--- config.mk ---
export PLATFORM = sky130hd
export DESIGN_NAME = store_policy_ctrl
export DESIGN_NICKNAME = d
export VERILOG_FILES = /design/src/rtl/store_policy_ctrl.sv
export SDC_FILE = /design/constraint.sdc
export NUM_CORES = 1
export LEC_CHECK = 0
export BUFFER_PORTS_ARGS = -buffer_cell sky130_fd_sc_hd__buf_2
export CAP_MARGIN = 20
export CORE_ASPECT_RATIO = 0.6
export CORE_MARGIN = 3
export CORE_UTILIZATION = 44
export CTS_BUF_LIST = sky130_fd_sc_hd__clkbuf_16
export DETAILED_ROUTE_END_ITERATION = 12
export GPL_ROUTABILITY_DRIVEN = 0
export GPL_TIMING_DRIVEN = 0
export PLACE_DENSITY = 0.92
export SLEW_MARGIN = 25
export SYNTH_ARGS = -nofsm -noshare
export SYNTH_HDL_FRONTEND = slang
export SYNTH_SLANG_ARGS = --single-unit
--- constraint.sdc ---
create_clock -name clk -period 2.3 [get_ports clk]
set_clock_uncertainty 0.1 [all_clocks]
set_input_delay 0.23 -clock clk [delete_from_list [all_inputs] [get_ports clk]]
set_output_delay 0.23 -clock clk [all_outputs]
set_load 0.02 [all_outputs]
--- src/rtl/store_policy_ctrl.sv ---
module store_policy_ctrl #(
  parameter int ADDR_W = 16,
  parameter int DATA_W = 32,
  parameter int SETS   = 4,
  parameter int WAYS   = 4,
  parameter int BE_W   = DATA_W / 8,
  parameter int SET_W  = $clog2(SETS),
  parameter int WAY_W  = $clog2(WAYS)
) (
  input  logic              clk,
  input  logic              rst_n,
  input  logic              st_valid,
  output logic              st_ready,
  input  logic [ADDR_W-1:0] st_addr,
  input  logic [BE_W-1:0]   st_be,
  input  logic [DATA_W-1:0] st_data,
  input  logic              st_wt,
  input  logic              st_hit,
  input  logic [WAY_W-1:0]  st_way,
  output logic              cache_we,
  output logic [SET_W-1:0]  cache_set,
  output logic [WAY_W-1:0]  cache_way,
  output logic [BE_W-1:0]   cache_be,
  output logic [DATA_W-1:0] cache_data,
  input  logic              ev_valid,
  output logic              ev_ready,
  input  logic [SET_W-1:0]  ev_set,
  input  logic [WAY_W-1:0]  ev_way,
  input  logic [ADDR_W-1:0] ev_addr,
  input  logic [DATA_W-1:0] ev_data,
  output logic              mem_valid,
  input  logic              mem_ready,
  output logic [ADDR_W-1:0] mem_addr,
  output logic [BE_W-1:0]   mem_be,
  output logic [DATA_W-1:0] mem_data
);
  localparam int LINES = SETS * WAYS;
  localparam int OFF_W = $clog2(BE_W);
  localparam int IDX_W = SET_W + WAY_W;

  logic [LINES-1:0] dirty;
  logic             busy, st_fire, ev_fire, wb_hit;
  logic [IDX_W-1:0] st_idx, ev_idx;

  assign busy     = mem_valid & ~mem_ready;
  assign ev_ready = ~busy;
  assign st_ready = ~busy & ~ev_valid;
  assign st_fire  = st_valid & st_ready;
  assign ev_fire  = ev_valid & ev_ready;
  assign wb_hit   = st_hit & ~st_wt;

  assign cache_set  = st_addr[OFF_W +: SET_W];
  assign cache_way  = st_way;
  assign cache_be   = st_be;
  assign cache_data = st_data;
  assign cache_we   = st_fire & st_hit;

  assign st_idx = {cache_set, st_way};
  assign ev_idx = {ev_set, ev_way};

  always_ff @(posedge clk) begin
    if (!rst_n) begin
      dirty     <= '0;
      mem_valid <= 1'b0;
      mem_addr  <= '0;
      mem_be    <= '0;
      mem_data  <= '0;
    end else begin
      if (mem_valid && mem_ready) mem_valid <= 1'b0;
      if (ev_fire) begin
        dirty[ev_idx] <= 1'b0;
        if (dirty[ev_idx]) begin
          mem_valid <= 1'b1;
          mem_addr  <= ev_addr;
          mem_be    <= '1;
          mem_data  <= ev_data;
        end
      end else if (st_fire) begin
        if (wb_hit) begin
          dirty[st_idx] <= 1'b1;
        end else begin
          mem_valid <= 1'b1;
          mem_addr  <= st_addr;
          mem_be    <= st_be;
          mem_data  <= st_data;
        end
      end
    end
  end

  p_hold_r8: assert property (@(posedge clk) disable iff (!rst_n)
    mem_valid && !mem_ready |=> mem_valid && $stable(mem_addr) && $stable(mem_be) && $stable(mem_data));

  p_stall_r8: assert property (@(posedge clk) disable iff (!rst_n)
    mem_valid && !mem_ready |-> !st_ready && !ev_ready);

  p_wb_quiet_r4: assert property (@(posedge clk) disable iff (!rst_n)
    st_valid && st_ready && st_hit && !st_wt |=> !mem_valid);

  p_forward_r7: assert property (@(posedge clk) disable iff (!rst_n)
    st_valid && st_ready && (st_wt || !st_hit) |=>
      mem_valid && mem_addr == $past(st_addr) && mem_data == $past(st_data) && mem_be == $past(st_be));

  p_evict_first_r9: assert property (@(posedge clk) disable iff (!rst_n)
    ev_valid |-> !st_ready);

  p_wt_no_dirty_r3: assert property (@(posedge clk) disable iff (!rst_n)
    st_valid && st_ready && st_wt |=> dirty == $past(dirty));

  p_clean_line_r6: assert property (@(posedge clk) disable iff (!rst_n)
    ev_valid && ev_ready && !dirty[ev_idx] |=> !mem_valid);

endmodule

After elaboration in Yosys (flattened, before gate mapping)
Index checks and enable logic that the tools add are counted. Widths: inputs -> output; s select.

Register bits after elaboration: 69. Output and inout bits: 96. Logic and storage cells: 57.

Magnitude comparators: 4. Equality and inequality tests: 2. Mux-type cells: 26. Bitwise logic cells: 13. Reduce and logical (&&, ||, !) cells: 7.

Operators with widths (number): $mux 32 (4); $mux 16 (7); $and 16x16->16 (1); $mux 4 (4); $not 16->16 (1); $or 16x16->16 (1); $lt 4x5->1 const B (2); $demux 1 s4 (2); $ge 4x1->1 const B (2); $mux 1 (8); $and 1x1->1 (6); $bmux 1 s4 (1); $not 1->1 (4); $reduce_bool 2->1 (2); $logic_and 1x1->1 (3); $reduce_and 3->1 (1); $ne 2x1->1 const B (1); $ne 2x2->1 const B (1); $reduce_and 2->1 (1).

Logic depth before layout (Yosys ltp)
Gate-level depths: netlist of the first run.

Depth after elaboration: 8. Depth in mapped cells: 9. Depth with buffers taken out: 6.

Least setup slack after synthesis of the first run
OpenSTA, ideal clock, no wires.

Kind: reg2reg. Start: reg mem_valid. End: reg mem_addr[0]. Setup time: 0.124 ns. Data arrival time: 2.005 ns. Required time: 2.076 ns. Slack: 0.072 ns. Cell stages (with the launch flop): 9. Path buffers: 3. Cell sequence: dfxtp_1 nor2b_1 clkbuf_1 inv_1 and2_1 buf_2 clkbuf_1 mux2i_1 a21oi_1.

Word-level cells in the longest chain between the ends: 6. Elaborated cells on any way between the ends: 10. Classes of those cells: eq/ne (2); mux (1); bitwise (5); reduce/logical (2).

Ends and longest elaborated chain: start, declared (line 31) `output logic mem_valid,`; start signal, assigned (line 64) `mem_valid <= 1'b0;`; start signal, assigned (line 69) `if (mem_valid && mem_ready) mem_valid <= 1'b0;`; start signal, assigned (line 73) `mem_valid <= 1'b1;`; $and 1x1->1 * (line 45) `assign busy = mem_valid & ~mem_ready;`; $not 1->1 * (line 46) `assign ev_ready = ~busy;`; via ev_ready (line 26) `output logic ev_ready,`; $and 1x1->1 (line 47) `assign st_ready = ~busy & ~ev_valid;`; $and 1x1->1 (line 48) `assign st_fire = st_valid & st_ready;`; $reduce_bool 2->1 (no line); $reduce_and 3->1 (no line); end signal, assigned (line 74) `mem_addr <= ev_addr;`; end signal, assigned (line 83) `mem_addr <= st_addr;`; end, declared (line 33) `output logic [ADDR_W-1:0] mem_addr,`.

Mark *: on every way through the listed nets, which the timed path passes. The rest lies on a longest branch. A chain may end at the register's enable or synchronous reset.

Final worst setup path of the first run
Start: reg dirty[2]. End: reg mem_addr[4].

Word-level cells in the longest chain between the ends: 4.

Ends and longest elaborated chain: start, declared (line 41) `logic [LINES-1:0] dirty;`; start signal, assigned (line 63) `dirty <= '0;`; start signal, assigned by index (line 71) `dirty[ev_idx] <= 1'b0;`; start signal, assigned by index (line 80) `dirty[st_idx] <= 1'b1;`; $bmux 1 s4 (line 72) `if (dirty[ev_idx]) begin`; $mux 1 (not written as such) (line 72); $ne 2x1->1 (no line); $reduce_and 3->1 (no line).

No other way between the ends. The select of a mux whose other input is x is not followed.

==> flow_summary_export.csv, run 1 <==
group,metric,value,unit
worst_hold_path,min_path_type,"in2reg",
placement,pre_cts_ws,-0.168,ns
layout,nets,721,
timing,setup_viol,0,
synthesis,synth_adder_area_share,0,%
cts,cts-buffers-inserted,9,
worst_setup_path,rr_worst_depth,7,
power,peakVddDrop,357,uV
worst_setup_path,worstPathMaxFanout,10,
worst_setup_path,cp_data_required_time,2.40,ns
synthesis,synth_top_area_cell,"dfxtp_1",
synthesis,avgSynthCellArea,9.14,sq um
die,dieArea,9290,sq um
worst_setup_path,start_kind,"register",
drt,finalWirelength,12400,um
synthesis,syn_nets,505,
layout,finalNonFillerCells,717,
timing,slew_headroom,62.3,%
layout,drive_gt1_share,47.0,%
synthesis,synth_xor_area_share,0,%
cts,ctsHoldBuffers,0,
synthesis,netlist.area_leader.share,38.6,%
worst_hold_path,holdPathStages,3,
worst_setup_path,rrSetupSlack,0.06,ns
global_route,grt_pass1_vias,3721,
global_route,grt_pass1_wl,18300,um
timing,fin_crit,2.24,ns
cts,clockRootBuffer,"clkbuf_16",
global_route,antenna_found_initial,0,
drt,ant_nets,0,
power,leakage,2.61,nW
synthesis,synth_cell_type_count,29,
synthesis,ys_ff_latch,69,
timing,worstMarginPinSlew,0.561,ns
job,maxCapViolCount,0,
synthesis,syn_inst,392,
drt,wire_per_inst,17.3,um
die,core_area,7570,sq um
drt,drtIter0Drc,196,
power,powerDensity,656,nW/um^2
timing,hold_slack,0.0944,ns
synthesis,seq_area_frac_synth,38.6,%
worst_setup_path,reg2reg_to,"mem_addr[4]",
synthesis,synth_compound_area_share,21.8,%
timing,finalHoldViolCount,0,
global_route,track_usage,25.6,%
timing,period_share,97.3,%
die,fp.dieW,122,um
synthesis,synth_top_family_by_area,"compound AO/OA/AOI/OAI gates",
worst_hold_path,hold_end,"mem_data[11]",
timing,slew_violations,0,
cts,clkSinkCount,69,
timing,fin_ws,0.0612,ns
placement,io_buffer_count,205,
synthesis,muxShareOfSynthArea,17.2,%
cts,clk_path_buf_depth,2,
synthesis,async_reset_ff_share,0,%
drt,via_count,3882,
cts,clock_latency,0.33,ns
placement,dp.cells,701,
power,power.total,3.30,mW
drt,vias_per_cell,5.41,
timing,tns,0,ns
layout,final_cell_area,5040,sq um
cts,htreeDepth,3,
timing,timing.fmax,447,MHz
layout,antenna_cells,0,
global_route,grt_max_degree,12,
die,start_util,47.3,%
synthesis,synth_flop_cell,"dfxtp_1",
worst_hold_path,hp-start,"ev_data[11]",
cts,path_clk_slew,0.06,ns
worst_setup_path,r2r_start,"dirty[2]",
synthesis,yosysWarnings,0,
synthesis,synth.cell_area,3580,sq um
layout,fin_util,66.6,%
die,num_io_pins,209,
cts,cts_tree,"yes",
placement,hpwl,9500,um
synthesis,synth_edf_count,0,
drt,dr.pass1.iters,5,
worst_setup_path,worstSetupPathType,"reg2reg",
worst_setup_path,end_kind,"register",
synthesis,synthSimpleGateAreaFrac,9.05,%
status,status,"complete, no violations",
layout,area_growth,40.7,%
drt,remaining_drc_errors,0,
global_route,overflow,0,
die,rows,24,
worst_setup_path,cp.arrival,2.34,ns
placement,post_dp_cell_area,4740,sq um
die,die_y,75.9,um
synthesis,synth.area.top_cells,"dfxtp_1, mux2i_1, o31ai_1, a21oi_1, buf_4",
## final cells by class
class | count | area (sq um)
Clock inverter | 7 | 57.6
Tap cell | 104 | 130
Sequential cell | 69 | 1380
Timing Repair Buffer | 205 | 1030
Inverter | 4 | 15.0
Buffer | 73 | 475
Multi-Input combinational cell | 246 | 1730
Clock buffer | 9 | 225
Fill cell | 639 | 2530
## flip-flops by register name, summed over array words and instances (netlist names)
| register | cells |
|---|---|
| mem_valid | 1 |
| mem_be | 4 |
| mem_addr | 16 |
| mem_data | 32 |
| dirty | 16 |
## critical path: stages (launching register included)
cell and delay (ns):
dfxtp_1 0.34, mux2i_1 0.12, mux4_2 0.53, nor3_4 0.37, or2_2 0.20, buf_4 0.19, buf_6 0.17, a21oi_1 0.10
## where the power goes
group | switching [mW] | leakage [nW] | internal, mW
Combinational | 0.404 | 1.91 | 0.296
Clock | 0.488 | 0.139 | 0.821
Sequential | 0.0342 | 0.565 | 1.26
## cell families after synthesis
family	Yosys count
buffers and inverters	77
AOI/OAI and AO/OA	130
muxes	59
DFF	69
and+or+nand+nor	57
## Yosys cell counts (2+ instances only)
cell type  number
or2_2           2
o21ai_0        16
nor2b_1         3
buf_4          41
nor2_1          2
a21oi_1        64
nand2_1        12
or3_1           4
dfxtp_1        69
clkbuf_1       16
nand4_1         7
buf_2          12
mux2i_1        57
o31ai_1        48
nand3_1         5
buf_6           3
nand2b_1        3
mux4_2          2
inv_1           4
nor4_1          4
nor3_1          9
nor3b_1         2
## repair_timing
item,4_1_cts,5_1_grt
setup buffers,0,0
resized for setup,6,6
endpoints found under the setup margin,53,11
## worst max-delay path by stage
stage	end	startpoint	cells after the start	slack, ns
4_1_cts	mem_data[6]	mem_valid	8	0.03
3_5_place_dp	mem_addr[6]	mem_valid	8	-0.17
6_report	mem_addr[4]	dirty[2]	7	0.06
2_1_floorplan	mem_addr[0]	mem_valid	8	0.07
3_3_place_gp	mem_addr[2]	ev_way[1]	9	-0.10
5_1_grt	mem_addr[1]	dirty[2]	7	-0.001
## cell usage in the layout, fill, tap and decap left out, drive strengths merged, types with 2 or more instances in the layout
cell type / n
mux2i: 57
nand2b: 3
inv: 5
nand3: 5
or2: 2
nor3b: 2
or3: 4
clkbuf: 25
o31ai: 48
nor3: 10
nor2b: 3
mux4: 2
nand4: 7
o21ai: 16
clkinv: 4
nor2: 2
nand2: 12
nor4: 5
dfxtp: 69
a21oi: 64
buf: 262
## per-layer routing
| metal | up-vias | part of all wire [%] | track usage [%] |
|---|---|---|---|
| li1 | 1847 | - | - |
| met1 | 1827 | 42 | 32.1 |
| met2 | 188 | 48 | 42.9 |
| met3 | 20 | 8.8 | 7.79 |
| met4 | 0 | 1.4 | 8.19 |
| met5 | - | 0 | 0 |
Note: power is estimated with default switching activity, not from simulation.
==> run 2: changes to the inputs <==
--- a/config.mk
+++ b/config.mk
@@ -7,7 +7,7 @@
 export LEC_CHECK = 0
 export BUFFER_PORTS_ARGS = -buffer_cell sky130_fd_sc_hd__buf_2
 export CAP_MARGIN = 20
-export CORE_ASPECT_RATIO = 0.6
+export CORE_ASPECT_RATIO = 0.75
 export CORE_MARGIN = 3
 export CORE_UTILIZATION = 44
 export CTS_BUF_LIST = sky130_fd_sc_hd__clkbuf_16
==> flow_summary_export.csv, run 2 (same netlist as run 1, synthesis figures left out) <==
group,metric,value,unit
status,status,"complete, no violations",
power,peakVddDrop,493,uV
drt,dr.pass1.iters,5,
cts,clkSinkCount,69,
timing,rsz0062_at_grt,"no",
global_route,overflow,0,
drt,drtIter0Drc,228,
die,die_y,84.1,um
cts,clockRootBuffer,"clkbuf_16",
placement,hpwl,8880,um
drt,via_count,3761,
job,maxCapViolCount,0,
worst_setup_path,critical_path.max_stage_delay,0.52,ns
drt,ant_nets,0,
power,p_comb_share,21.7,%
die,start_util,47.1,%
die,fp.dieW,110,um
drt,finalWirelength,11300,um
power,powerDensity,635,nW/um^2
worst_setup_path,cp_slowest_cell,"mux4_2",
global_route,grt_pass1_vias,3644,
worst_setup_path,worstSetupStartpoint,"dirty[6]",
global_route,grt_pass1_wl,16900,um
worst_setup_path,r2r_start,"dirty[6]",
power,p_seq_share,40.6,%
layout,top_regs,"mem_data (32), dirty (16), mem_addr (16)",
layout,nets,721,
power,p_int,2.28,mW
cts,cts_tree,"yes",
die,dieArea,9270,sq um
layout,fill_cells,637,
worst_setup_path,reg2reg_to,"mem_addr[6]",
cts,clock_latency,0.31,ns
timing,slew_headroom,61.6,%
timing,period_share,94.7,%
cts,clk_path_buf_depth,2,
layout,largest_reg_flops,32,
worst_hold_path,min_path_type,"in2reg",
power,swShare,28.6,%
die,rows,27,
worst_setup_path,rrSetupSlack,0.12,ns
power,leakage,2.60,nW
layout,drive_gt1_share,47.3,%
layout,layout_common_cells,"buf_2, dfxtp_1, a21oi_1",
worst_hold_path,holdPathStages,3,
layout,fin_util,66.1,%
worst_setup_path,end_kind,"register",
worst_setup_path,start_kind,"register",
layout,regMostFlops,"mem_data",
drt,vias_per_cell,5.27,
layout,antenna_cells,0,
power,p_sw,0.912,mW
cts,ctsHoldBuffers,0,
cts,cts-buffers-inserted,9,
worst_setup_path,cp.arrival,2.27,ns
worst_setup_path,worstSetupPathType,"reg2reg",
placement,io_buffer_count,205,
drt,remaining_drc_errors,0,
cts,path_clk_slew,0.06,ns
placement,pre_cts_ws,-0.223,ns
worst_setup_path,rr_worst_depth,7,
drt,wire_per_inst,15.8,um
die,num_io_pins,209,
power,p_clk_share,37.7,%
timing,slew_violations,0,
global_route,antenna_found_initial,0,
timing,worstMarginPinSlew,0.577,ns
worst_setup_path,crit_chain,"mux2i_1, mux4_2, nor3_4, or2_2, buf_4, buf_6, a21oi_1",
timing,fin_ws,0.122,ns
timing,timing.fmax,459,MHz
global_route,track_usage,22.6,%
global_route,grt_max_degree,13,
timing,fin_crit,2.18,ns
worst_setup_path,cp_data_required_time,2.39,ns
layout,area_growth,40.2,%
layout,final_common_cell,"buf_2",
timing,finalHoldViolCount,0,
die,core_area,7600,sq um
worst_setup_path,crit_path_end,"mem_addr[6]",
worst_setup_path,worstPathMaxFanout,10,
cts,htreeDepth,3,
timing,setup_viol,0,
==> run 2: final cells by class <==
type,instances,area [sq um],area share (%)
multi-input combinational,246,1730,34.4
sequential,69,1380,27.5
timing repair buffer,205,1030,20.4
buffer,73,477,9.49
clock buffer,9,225,4.49
tap,101,126,2.52
clock inverter,7,42.5,0.847
inverter,4,15.0,0.299
==> run 2: critical path, delay by kind of cell (launching register included) <==
family / cells / cell delay, ns
multiplexers: 2 / 0.60
AND/OR/NAND/NOR: 2 / 0.59
buffers and inverters: 2 / 0.36
flip-flops: 1 / 0.32
AO/OA/AOI/OAI: 1 / 0.07
==> run 2: stage by stage <==
step / hold slack, ns / instances / instance area [sq um] / setup TNS, ns / total power, mW
2_1_floorplan: 0.278 / 392 / 3580 / 0 / 1.73
3_3_place_gp: 0.365 / 698 / 4730 / -2.74 / 1.99
3_5_place_dp: 0.366 / 698 / 4730 / -4.85 / 2.01
4_1_cts: 0.0964 / 714 / 5010 / 0 / 3.22
5_1_grt: 0.106 / 714 / 5020 / 0 / 3.33
6_report: 0.108 / 714 / 5020 / 0 / 3.19
==> run 2: worst min path at each step <==
stage	start	end	slack, ns
6_report	st_be[0]	mem_be[0]	0.11
5_1_grt	st_addr[13]	mem_addr[13]	0.11
4_1_cts	st_be[2]	mem_be[2]	0.1
3_5_place_dp	dirty[8]	dirty[8]	0.37
3_3_place_gp	dirty[4]	dirty[4]	0.36
2_1_floorplan	st_addr[3]	dirty[12]	0.28
==> run 2: layer usage <==
metal,track usage [%],wire [um],vias to the layer above
li1,-,-,1839
met1,27.3,4450,1745
met2,41.1,5830,171
met3,4.72,932,6
met4,4.70,38,0
met5,0,0,-
==> run 2: power groups by stage <==
stage               combinational, mW  sequential [mW]  clock [mW]
floorplan                       0.339             1.39           0
finish                          0.692             1.30        1.20
global placement                0.671             1.32           0
detailed placement              0.689             1.32           0
global route                    0.744             1.30        1.28
CTS                             0.691             1.29        1.23
==> run 2: what timing repair did <==
action / CTS / global route
setup buffers: 0 / 0
gates resized for setup: 5 / 6
cloned: 0 / 0
endpoints found under the setup margin: 44 / 19
==> run 3: changes to the inputs <==
--- a/config.mk
+++ b/config.mk
@@ -13,7 +13,6 @@
 export CTS_BUF_LIST = sky130_fd_sc_hd__clkbuf_16
 export DETAILED_ROUTE_END_ITERATION = 12
 export GPL_ROUTABILITY_DRIVEN = 0
-export GPL_TIMING_DRIVEN = 0
 export PLACE_DENSITY = 0.92
 export SLEW_MARGIN = 25
 export SYNTH_ARGS = -nofsm -noshare
==> flow_summary_export.csv, run 3 (same netlist as run 1, synthesis figures left out) <==
group,metric,value,unit
layout,regMostFlops,"mem_data",
cts,cts_setup_buffers,0,
drt,wire_per_inst,16.8,um
placement,dp.cells,638,
timing,setup_viol,0,
layout,final_common_cell,"buf_2",
layout,antenna_cells,0,
job,maxCapViolCount,0,
power,p_seq_share,41.2,%
drt,finalWirelength,11000,um
global_route,track_usage,22.8,%
drt,vias_per_cell,5.58,
layout,fill_cells,672,
drt,route.met3.wl,940,um
worst_setup_path,rr_worst_depth,6,
layout,nets,661,
global_route,overflow,0,
drt,highest_layer,"met4",
worst_setup_path,crit_chain,"nor2b_1, inv_1, and2_4, buf_12, nor4_1, nor3_1",
cts,cts_resized,0,
cts,clock_latency,0.32,ns
placement,io_buffer_count,208,
cts,clockRootBuffer,"clkbuf_16",
die,dieArea,9270,sq um
drt,ant_nets,0,
layout,finalNonFillerCells,654,
worst_setup_path,cp_slowest_cell,"nor2b_1",
worst_setup_path,start_kind,"register",
worst_setup_path,cp_data_required_time,2.37,ns
worst_hold_path,holdPathStages,3,
worst_hold_path,hold_end,"mem_addr[8]",
die,fp.dieW,110,um
drt,drtIter0Drc,279,
timing,slew_violations,0,
timing,fin_crit,2.09,ns
power,p_clk_share,38.5,%
worst_setup_path,reg2reg_to,"mem_be[2]",
global_route,grt_pass1_wl,17000,um
die,num_io_pins,209,
die,core_area,7600,sq um
cts,clkSinkCount,69,
worst_setup_path,cp_num_buf_inv,2,
worst_setup_path,end_kind,"register",
die,die_y,84.1,um
placement,hpwl,8160,um
global_route,grt_pass1_vias,3579,
layout,drive_gt1_share,43.4,%
power,p_comb_share,20.3,%
cts,path_clk_slew,0.05,ns
layout,seq_area,1380,sq um
power,p_int,2.24,mW
drt,dr_wl_met2,5560,um
layout,area_growth,30.5,%
global_route,antenna_found_initial,0,
worst_hold_path,hp-start,"st_addr[8]",
power,powerDensity,672,nW/um^2
status,status,"complete, no violations",
cts,cts_tree,"yes",
layout,layout_common_cells,"buf_2, dfxtp_1, a21oi_1",
drt,via_count,3649,
drt,remaining_drc_errors,0,
layout,top_regs,"mem_data (32), dirty (16), mem_addr (16)",
worst_hold_path,min_path_type,"in2reg",
drt,met1_length,4210,um
timing,finalHoldViolCount,0,
timing,period_share,90.7,%
worst_setup_path,crit_family,"simple AND/OR/NAND/NOR gates",
timing,rsz0062_at_grt,"no",
die,start_util,47.1,%
power,swShare,28.8,%
timing,timing.fmax,479,MHz
cts,clk_path_buf_depth,2,
power,leakage,2.36,nW
worst_setup_path,worstSetupStartpoint,"mem_valid",
global_route,grt_max_degree,49,
timing,slew_headroom,54.8,%
worst_setup_path,worstSetupPathType,"reg2reg",
cts,htreeDepth,3,
worst_setup_path,cp.arrival,2.16,ns
die,rows,27,
worst_setup_path,rrSetupSlack,0.21,ns
power,peakVddDrop,385,uV
drt,dr.pass1.iters,5,
worst_setup_path,r2r_start,"mem_valid",
timing,worstMarginPinSlew,0.678,ns
cts,ctsHoldBuffers,0,
worst_setup_path,critical_path.max_stage_delay,0.45,ns
layout,multi_input_area,1730,sq um
layout,largest_reg_flops,32,
worst_setup_path,worstPathMaxFanout,25,
timing,tns,0,ns
cts,cts-buffers-inserted,9,
power,p_sw,0.906,mW
-- run 3: worst max path at each step --
stage                     cells after the start  slack [ns]            to
final                                         6        0.21     mem_be[2]
after global routing                          7        0.03   mem_addr[6]
after CTS                                     7        0.20   mem_addr[6]
after floorplan                               8        0.07   mem_addr[0]
after global placement                        7        0.26   mem_addr[3]
after detailed placement                      7        0.12  mem_data[12]
-- run 3: metrics by stage --
step | hold WS, ns | setup slack (ns) | power (mW) | utilization [%] | instance area, sq um
floorplan | 0.278 | 0.0717 | 1.73 | - | 3580
global placement | 0.366 | 0.262 | 1.93 | 58.0 | 4410
detailed placement | 0.374 | 0.118 | 1.96 | 58.0 | 4410
CTS | 0.0921 | 0.201 | 3.17 | 61.5 | 4670
global route | 0.105 | 0.0324 | 3.29 | 61.5 | 4670
finish | 0.101 | 0.214 | 3.14 | 61.5 | 4670
-- run 3: per-layer routing --
layer  up-vias  global-route usage [%]
li1       1728                       -
met1      1699                    26.3
met2       196                    40.4
met3        26                    5.18
met4         0                    8.72
met5         -                       0
-- run 3: cell type report --
class / instances / area share, %
Clock buffer: 9 / 4.82
Multi-Input combinational cell: 246 / 37.0
Clock inverter: 7 / 0.884
Timing Repair Buffer: 218 / 24.7
Inverter: 4 / 0.321
Tap cell: 101 / 2.70
Sequential cell: 69 / 29.6
-- run 3: worst reg2reg max path: stages (launching register included) --
cell and delay [ns]:
dfxtp_1 0.32, nor2b_1 0.45, inv_1 0.20, and2_4 0.30, buf_12 0.20, nor4_1 0.30, nor3_1 0.08
-- run 3: power groups by stage --
stage               logic (mW)  registers [mW]  clock network (mW)
floorplan                0.339            1.39                   0
global placement         0.615            1.32                   0
detailed placement       0.638            1.32                   0
CTS                      0.640            1.29                1.24
global route             0.688            1.30                1.30
finish                   0.637            1.29                1.21
